--- config.mk ---
export PLATFORM = sky130hd
export DESIGN_NAME = sram_write_seq
export DESIGN_NICKNAME = d
export VERILOG_FILES = /design/src/rtl/sram_write_seq.sv
export SDC_FILE = /design/constraint.sdc
export NUM_CORES = 1
export LEC_CHECK = 0
export BUFFER_PORTS_ARGS = -buffer_cell sky130_fd_sc_hd__clkbuf_2
export CAP_MARGIN = 20
export CORE_UTILIZATION = 52
export CTS_BUF_LIST = sky130_fd_sc_hd__clkbuf_2
export CTS_CLUSTER_SIZE = 8
export DETAILED_ROUTE_END_ITERATION = 6
export PLACE_DENSITY = 0.86
export SLEW_MARGIN = 0
export SYNTH_ARGS = -nofsm -noshare
export SYNTH_HDL_FRONTEND = slang
export SYNTH_SLANG_ARGS = --single-unit
--- constraint.sdc ---
create_clock -name clk -period 3.2 [get_ports clk]
set_clock_uncertainty 0.2 [all_clocks]
set_input_delay 0.96 -clock clk [delete_from_list [all_inputs] [get_ports clk]]
set_output_delay 0.96 -clock clk [all_outputs]
set_load 0.03 [all_outputs]
--- src/rtl/sram_write_seq.sv ---
module sram_write_seq #(
  parameter int ADDR_W = 17,
  parameter int DATA_W = 8,
  parameter int CLK_NS = 4,
  parameter bit FAST   = 1'b1
) (
  input  logic              clk,
  input  logic              rst_n,
  input  logic              req_valid,
  output logic              req_ready,
  input  logic [ADDR_W-1:0] req_addr,
  input  logic [DATA_W-1:0] req_data,
  output logic              done,
  output logic [ADDR_W-1:0] mem_addr,
  output logic [DATA_W-1:0] mem_dq,
  output logic              mem_drv,
  output logic              mem_sel_n,
  output logic              mem_sel,
  output logic              mem_wr_n,
  output logic              mem_oe_n
);

  function automatic int cyc(input int ns);
    int c;
    c = (ns + CLK_NS - 1) / CLK_NS;
    return (c < 1) ? 1 : c;
  endfunction

  function automatic int max2(input int a, input int b);
    return (a > b) ? a : b;
  endfunction

  localparam int T_WC  = cyc(FAST ? 55 : 70);
  localparam int T_AW  = cyc(FAST ? 50 : 60);
  localparam int T_WP  = cyc(FAST ? 40 : 50);
  localparam int T_DW  = cyc(FAST ? 20 : 25);
  localparam int PULSE = max2(max2(T_WP, T_AW - 1), T_DW + 1);
  localparam int RECOV = max2(1, T_WC - 1 - PULSE);
  localparam int CNT_W = $clog2(max2(PULSE, RECOV) + 1);

  typedef enum logic [1:0] {IDLE, SETUP, PULSE_S, RECOVER} state_t;

  state_t             st, nxt;
  logic [CNT_W-1:0]   cnt;
  logic [ADDR_W-1:0]  addr_q;
  logic [DATA_W-1:0]  data_q;
  logic               sel_q, wr_q, drv_q, done_q;

  always_comb begin
    nxt = st;
    case (st)
      IDLE:    if (req_valid) nxt = SETUP;
      SETUP:   nxt = PULSE_S;
      PULSE_S: if (cnt == CNT_W'(PULSE - 1)) nxt = RECOVER;
      RECOVER: if (cnt == CNT_W'(RECOV - 1)) nxt = IDLE;
      default: nxt = IDLE;
    endcase
  end

  always_ff @(posedge clk) begin
    if (!rst_n) begin
      st     <= IDLE;
      cnt    <= '0;
      addr_q <= '0;
      data_q <= '0;
      sel_q  <= 1'b0;
      wr_q   <= 1'b0;
      drv_q  <= 1'b0;
      done_q <= 1'b0;
    end else begin
      st     <= nxt;
      cnt    <= (nxt != st) ? '0 : cnt + 1'b1;
      if (st == IDLE && req_valid) begin
        addr_q <= req_addr;
        data_q <= req_data;
      end
      sel_q  <= (nxt == SETUP) || (nxt == PULSE_S);
      wr_q   <= (nxt == PULSE_S);
      drv_q  <= (st == PULSE_S) && (nxt == PULSE_S);
      done_q <= (st == PULSE_S) && (nxt == RECOVER);
    end
  end

  assign req_ready = (st == IDLE);
  assign done      = done_q;
  assign mem_addr  = addr_q;
  assign mem_dq    = data_q;
  assign mem_drv   = drv_q;
  assign mem_sel_n = ~sel_q;
  assign mem_sel   = sel_q;
  assign mem_wr_n  = ~wr_q;
  assign mem_oe_n  = 1'b1;

  a_r2_busy_after_accept: assert property (@(posedge clk) disable iff (!rst_n)
    (req_valid && req_ready) |=> !req_ready);
  a_r3_addr_steady: assert property (@(posedge clk) disable iff (!rst_n)
    (!mem_sel_n && $past(!mem_sel_n)) |-> $stable(mem_addr));
  a_r4_strobe_in_select: assert property (@(posedge clk) disable iff (!rst_n)
    !mem_wr_n |-> (!mem_sel_n && mem_sel));
  a_r5_drive_in_strobe: assert property (@(posedge clk) disable iff (!rst_n)
    mem_drv |-> (!mem_wr_n && !mem_sel_n && mem_sel));
  a_r5_drive_after_strobe: assert property (@(posedge clk) disable iff (!rst_n)
    $rose(mem_drv) |-> !$past(mem_wr_n));
  a_r5_release_with_strobe: assert property (@(posedge clk) disable iff (!rst_n)
    $rose(mem_wr_n) |-> !mem_drv);
  a_r7_done_single: assert property (@(posedge clk) disable iff (!rst_n)
    done |=> !done);
  a_r7_done_at_end: assert property (@(posedge clk) disable iff (!rst_n)
    done |-> $rose(mem_wr_n));

endmodule

==> results.sh, run 1 <==
export IMPL_post_cts_resized=0
export IMPL_track_usage_pct=22.08
export IMPL_layout_commonest_cell="clkbuf_2"
export IMPL_cts_hold_buf=0
export IMPL_dieArea_sq_um=2919
export IMPL_synth_seq_cells=35
export IMPL_antenna_cells=0
export IMPL_ir_drop_uv=358.3
export IMPL_clk_latency_ns=0.35
export IMPL_tns_ns=0
export IMPL_cts_root_buffer="clkbuf_2"
export IMPL_ys_async_sr_fraction_pct=0
export IMPL_place_congestion=0.7376
export IMPL_dp_cells=236
export IMPL_max_clock_freq_mhz=429.8
export IMPL_ys_warn_count=0
export IMPL_status="complete, no violations"
export IMPL_synth_cell_type_count=29
export IMPL_dp_hpwl_mm=1.994
export IMPL_area_delta_synth_final_pct=22.40
export IMPL_clockBufferDepth=2
export IMPL_die_w_microns=54.03
export IMPL_r2r_cells=8
export IMPL_drive_gt1_share_pct=33.64
export IMPL_fin_crit_ns=2.327
export IMPL_synth_cells=158
export IMPL_cts_setup_buffers=0
export IMPL_ys_flop_type="dfxtp_1"
export IMPL_maxCapViolations=0
export IMPL_holdCritPathClass="flop to flop"
export IMPL_dr_pass1_iters=3
export IMPL_whs_endpoint="mem_addr[1]"
export IMPL_fp_dieH_microns=54.03
export IMPL_most_common_layout_cells="clkbuf_2, nand2_1, dfxtp_1"
export IMPL_seqCellArea_sq_um=700.7
export IMPL_power_leakage_nw=0.8135
export IMPL_syn_area_sq_um=1408
export IMPL_initial_core_util_pct=55.80
export IMPL_stdcell_count=244
export IMPL_reg2reg_to="mem_drv"
export IMPL_critical_path_peak_fanout=9
export IMPL_portBuffers=58
export IMPL_power_density_nw_per_um2=518.0
export IMPL_crit_arrival_ns=1.17
export IMPL_cp_start_kind="flop"
export IMPL_synth_top_cells_by_area="dfxtp_1, nand2_1, a21boi_0, a21boi_1, ha_1"
export IMPL_fin_crit_sh_pct=72.72
export IMPL_rrSetupSlack_ns=1.01
export IMPL_clock_sinks=35
export IMPL_cts_tree="done"
export IMPL_worst_path_buf_inv=1
export IMPL_synth_seq_area_share_pct=49.78
export IMPL_final_setup_viol_count=0
export IMPL_grt_pass1_vias=1082
export IMPL_final_hold_viol_count=0
export IMPL_hold_start="mem_addr[1]"
export IMPL_numCtsBuffers=5
export IMPL_drtIter0Drc=1
export IMPL_path_depth=2
export IMPL_top_level_ports=60
export IMPL_drc=0
export IMPL_synth_top_area_share_pct=49.78
export IMPL_critPathKind="flop to primary output"
export IMPL_overflow=0
export IMPL_clk_pin_slew_ns=0.15
export IMPL_htree_levels=2
export IMPL_worst_pin_slew_ns=0.8089
export IMPL_grt_pass1_wl_mm=4.367
export IMPL_synth_edf_count=0
export IMPL_synth_nets=190
export IMPL_worstPathCellList="nor2_1 > clkbuf_2"
export IMPL_routed_via_density=5.029
export IMPL_wirelength_mm=2.718
export IMPL_synth_avg_cell_area_sq_um=8.909
export IMPL_fill_cells=232
export IMPL_crit_family="flip-flops"
export IMPL_vias=1227
export IMPL_slew_violations=0
export IMPL_fp_coreArea_sq_um=2522
export IMPL_ant_nets=0
export IMPL_whs_ns=0.2670
export IMPL_grt_max_degree=33
export IMPL_slew_headroom_pct=46.07
export IMPL_antenna_found_initial=0
export IMPL_yosysTopAreaCell="dfxtp_1"
export IMPL_end_kind="primary output"
export IMPL_cp_slowest_cell="dfxtp_1"
export IMPL_critPathRequiredTime_ns=2.04
export IMPL_hold_depth=2
export IMPL_finalPower_uw=892.4
export IMPL_reg2reg_from="cnt[0]"
export IMPL_routedWlPerCell_microns=11.14
export IMPL_final_nets=245
export IMPL_rsz0062_at_grt="no"
export IMPL_slowest_delay_ns=0.42
export IMPL_row_count=18
export IMPL_multi_input_area_sq_um=631.9
export IMPL_final_util_pct=68.30
stage by stage:
step	setup slack, ns	area (sq um)
after floorplan	1.004	1408
after global placement	0.8781	1683
after detailed placement	0.8156	1683
after CTS	0.8454	1723
after global routing	0.7708	1723
final	0.8731	1723
layout make-up:
class                      count  share of cell area (%)
clock buffer                   7                   2.033
clock inverter                 1                  0.2905
inverter                       4                  0.8715
multi-input combinational    108                   36.67
sequential                    35                   40.67
tap                           30                   2.179
timing repair buffer          59                   17.28
routing by layer:
| layer | GRT usage [%] | routed length (microns) | vias up |
|---|---|---|---|
| li1 | - | - | 618 |
| met1 | 22.38 | 1174 | 561 |
| met2 | 39.09 | 1331 | 43 |
| met3 | 6.215 | 161 | 5 |
| met4 | 14.53 | 51 | 0 |
| met5 | 0 | 0 | - |
where the power goes:
part / internal, mW / total [mW] / leakage (nW) / switching (mW)
registers: 0.469 / 0.491 / 0.287 / 0.0218
logic: 0.0718 / 0.210 / 0.494 / 0.138
clock network: 0.0598 / 0.192 / 0.0330 / 0.132
sequential cells by signal, indices dropped and copies added (netlist names):
register / flops
cnt: 4
done: 1
mem_addr: 17
mem_dq: 8
mem_drv: 1
mem_sel: 1
st: 2
wr_q: 1
worst min-delay path: stages (launching register included):
cell	delay, ns
dfxtp_1	0.34
nand2_1	0.05
a21boi_1	0.05
cells in the mapped netlist, types with 2 or more instances:
cell and number:
and2_1 4, a21oi_1 3, clkbuf_1 3, inv_1 4, a21boi_0 16, a21boi_1 11, nand2_1 50, dfxtp_1 35
nor2_1 3, nand3_1 2, buf_2 6, ha_1 4
how the worst max path moves through the flow:
stage / from / end / slack [ns]
finish: st[1] / req_ready / 0.87
global route: st[1] / req_ready / 0.77
CTS: st[1] / req_ready / 0.85
detailed placement: req_valid / mem_drv / 0.82
global placement: req_valid / mem_drv / 0.88
floorplan: req_valid / mem_drv / 1.00
cells by family after synthesis:
family	Yosys count	share of synthesized area (%)
AND/OR/NAND/NOR	70	23.91
other	1	0.2664
XOR/XNOR	2	1.245
AO/OA/AOI/OAI	31	15.91
flip-flops	35	49.78
buffers and inverters	15	5.333
adder cells (fa/ha/maj)	4	3.556
Note: power is estimated with default switching activity, not from simulation.
==> run 2, diff against run 1 <==
ABC_AREA = 1   (was unset)
CORE_UTILIZATION = 43   (was 52)
PLACE_DENSITY = 0.77   (was 0.86)
clock period = 2.05 ns   (was 3.2 ns; I/O delays follow)
==> run 2 against run 1 <==
Net effect:
- the flow now finishes with violations (DRC)
- non-clock buffer count is 1 higher
- utilization is 9.0 points lower
- combinational power grew to 2.5 times the previous value
- die area is 15% higher
- critical endpoint unchanged
- largest power group unchanged
- highest routed layer unchanged
==> results.sh, run 2 <==
export IMPL_ys_flop_type="dfxtp_1"
export IMPL_synth_edf_count=0
export IMPL_clk_pin_slew_ns=0.18
export IMPL_initial_core_util_pct=47.24
export IMPL_multi_input_area_sq_um=516.7
export IMPL_dieArea_sq_um=3362
export IMPL_most_common_layout_cells="clkbuf_2, nor2_1, dfxtp_1"
export IMPL_synth_simple_area_share_pct=23.77
export IMPL_power_leakage_nw=0.8987
export IMPL_cts_tree="done"
export IMPL_dp_hpwl_mm=1.866
export IMPL_final_nets=260
export IMPL_synth_cells=169
export IMPL_drtIter0Drc=23
export IMPL_yosysTopAreaCell="dfxtp_1"
export IMPL_grt_max_degree=26
export IMPL_clk_latency_ns=0.36
export IMPL_critPathKind="flop to primary output"
export IMPL_numCtsBuffers=5
export IMPL_finalPower_mw=1.663
export IMPL_grt_pass1_wl_mm=4.560
export IMPL_seqCellArea_sq_um=700.7
export IMPL_synth_xor_area_share_pct=1.300
export IMPL_synth_seq_cells=35
export IMPL_final_hold_viol_count=0
export IMPL_ant_nets=0
export IMPL_cts_root_buffer="clkbuf_2"
export IMPL_critical_path_peak_fanout=5
export IMPL_synth_top_cells_by_area="dfxtp_1, nor2_1, o21ai_0, inv_1, ha_1"
export IMPL_overflow=0
export IMPL_row_count=19
export IMPL_fin_crit_sh_pct=94.08
export IMPL_place_congestion=0.7561
export IMPL_synth_cell_type_count=18
export IMPL_cts_setup_buffers=0
export IMPL_drive_gt1_share_pct=31.44
export IMPL_critPathRequiredTime_ns=1.23
export IMPL_violations="DRC"
export IMPL_power_density_nw_per_um2=982.5
export IMPL_antenna_found_initial=0
export IMPL_end_kind="primary output"
export IMPL_cp_start_kind="flop"
export IMPL_fp_dieH_microns=57.98
export IMPL_muxShareOfSynthArea_pct=0
export IMPL_maxCapViolations=0
export IMPL_holdCritPathClass="primary input to flop"
export IMPL_grt_use_met3_pct=4.688
export IMPL_clockBufferDepth=2
export IMPL_synth_seq_area_share_pct=52.00
export IMPL_layout_commonest_cell="clkbuf_2"
export IMPL_fin_crit_ns=1.929
export IMPL_rsz0062_at_grt="no"
export IMPL_vias=1210
export IMPL_dp_slack_ns=0.2147
export IMPL_yosys_area_share_adder_pct=3.714
export IMPL_largest_reg_flops=17
export IMPL_grt_util_met1_pct=22.93
export IMPL_slew_violations=0
export IMPL_final_setup_viol_count=0
export IMPL_routedWlPerCell_microns=10.15
export IMPL_top_level_ports=60
export IMPL_synth_top_family_by_area="simple AND/OR/NAND/NOR gates"
export IMPL_synth_most_common_cell="nor2_1"
export IMPL_fp_coreArea_sq_um=2853
export IMPL_antenna_cells=0
export IMPL_dp_cells=252
export IMPL_whs_ns=0.2571
export IMPL_busiest_layer="met2"
export IMPL_wirelength_mm=2.640
export IMPL_syn_area_sq_um=1348
export IMPL_dr_pass1_iters=7
export IMPL_clock_sinks=35
export IMPL_grt_use_met2_pct=27.42
export IMPL_ys_async_sr_fraction_pct=0
export IMPL_ys_warn_count=0
export IMPL_synth_compound_area_share_pct=9.285
export IMPL_drc=1
export IMPL_max_clock_freq_mhz=518.5
export IMPL_status="complete, but fails checks"
export IMPL_ys_top_cells_by_count="nor2_1, dfxtp_1, o21ai_0, inv_1, nand2_1"
export IMPL_portBuffers=58
export IMPL_ir_drop_uv=527.9
export IMPL_grt_pass1_vias=1107
export IMPL_fill_cells=280
export IMPL_cts_hold_buf=0
export IMPL_rrSetupSlack_ns=0.41
export IMPL_area_delta_synth_final_pct=25.63
export IMPL_track_usage_pct=17.36
export IMPL_synth_nets=201
export IMPL_die_w_microns=57.98
export IMPL_tns_ns=0
export IMPL_synth_top_area_share_pct=52.00
export IMPL_synth_avg_cell_area_sq_um=7.974
export IMPL_stdcell_count=260
export IMPL_post_cts_resized=0
export IMPL_routed_via_density=4.654
export IMPL_setup_slack_ns=0.1214
export IMPL_htree_levels=2
export IMPL_crit_arrival_ns=1.11
==> run 2: changes by cell type after synthesis, moves of 6 or more <==
cell,previous run,this run
nor2_1,3,60
nand2_1,50,9
o21ai_0,0,18
a21boi_0,16,0
a21boi_1,11,0
inv_1,4,15
o21ai_1,0,7
buf_2,6,0
==> run 2: metrics by stage <==
stage	area, sq um	utilization, %
after floorplan	1348	-
after CTS	1693	59.34
after global placement	1653	57.94
after detailed placement	1653	57.94
final	1693	59.34
after global routing	1693	59.34
==> run 2: layout make-up <==
type / instances / area share [%]
sequential: 35 / 41.39
inverter: 17 / 3.917
tap: 31 / 2.291
multi-input combinational: 109 / 30.52
clock buffer: 5 / 1.478
timing repair buffer: 60 / 19.51
clock inverter: 3 / 0.8869
==> run 2: path summary, 6_finish.rpt <==
| check | from | end | cells past startpoint |
|---|---|---|---|
| worst max register to register | cnt[0] | mem_sel | 10 |
| worst max-delay path | st[0] | req_ready | 2 |
| worst min-delay path | req_data[1] | mem_dq[1] | 3 |
| worst min register to register | cnt[0] | cnt[0] | 1 |
==> run 2: routing by layer <==
metal / vias to the layer above / part of all wire, %
li1: 640 / -
met1: 521 / 48
met2: 45 / 45
met3: 4 / 6.7
met4: 0 / 0.72
met5: - / 0
==> run 2: power by group <==
part           internal, mW  switching, mW
logic                 0.163          0.372
registers             0.770         0.0505
clock network        0.0785          0.229
total                  1.01          0.652
==> run 2: cell families (layout without fill, tap and decap cells) <==
| family | Yosys count | after routing |
|---|---|---|
| AO/OA/AOI/OAI | 25 | 25 |
| other | 1 | 1 |
| adder cells (fa/ha/maj) | 4 | 4 |
| XOR/XNOR | 2 | 2 |
| AND/OR/NAND/NOR | 77 | 77 |
| flip-flops | 35 | 35 |
| buffers and inverters | 25 | 85 |
==> run 2: critical path: stages, from the launching register on <==
cell	delay (ns)
dfxtp_1	0.41
nor2_4	0.13
clkbuf_2	0.22
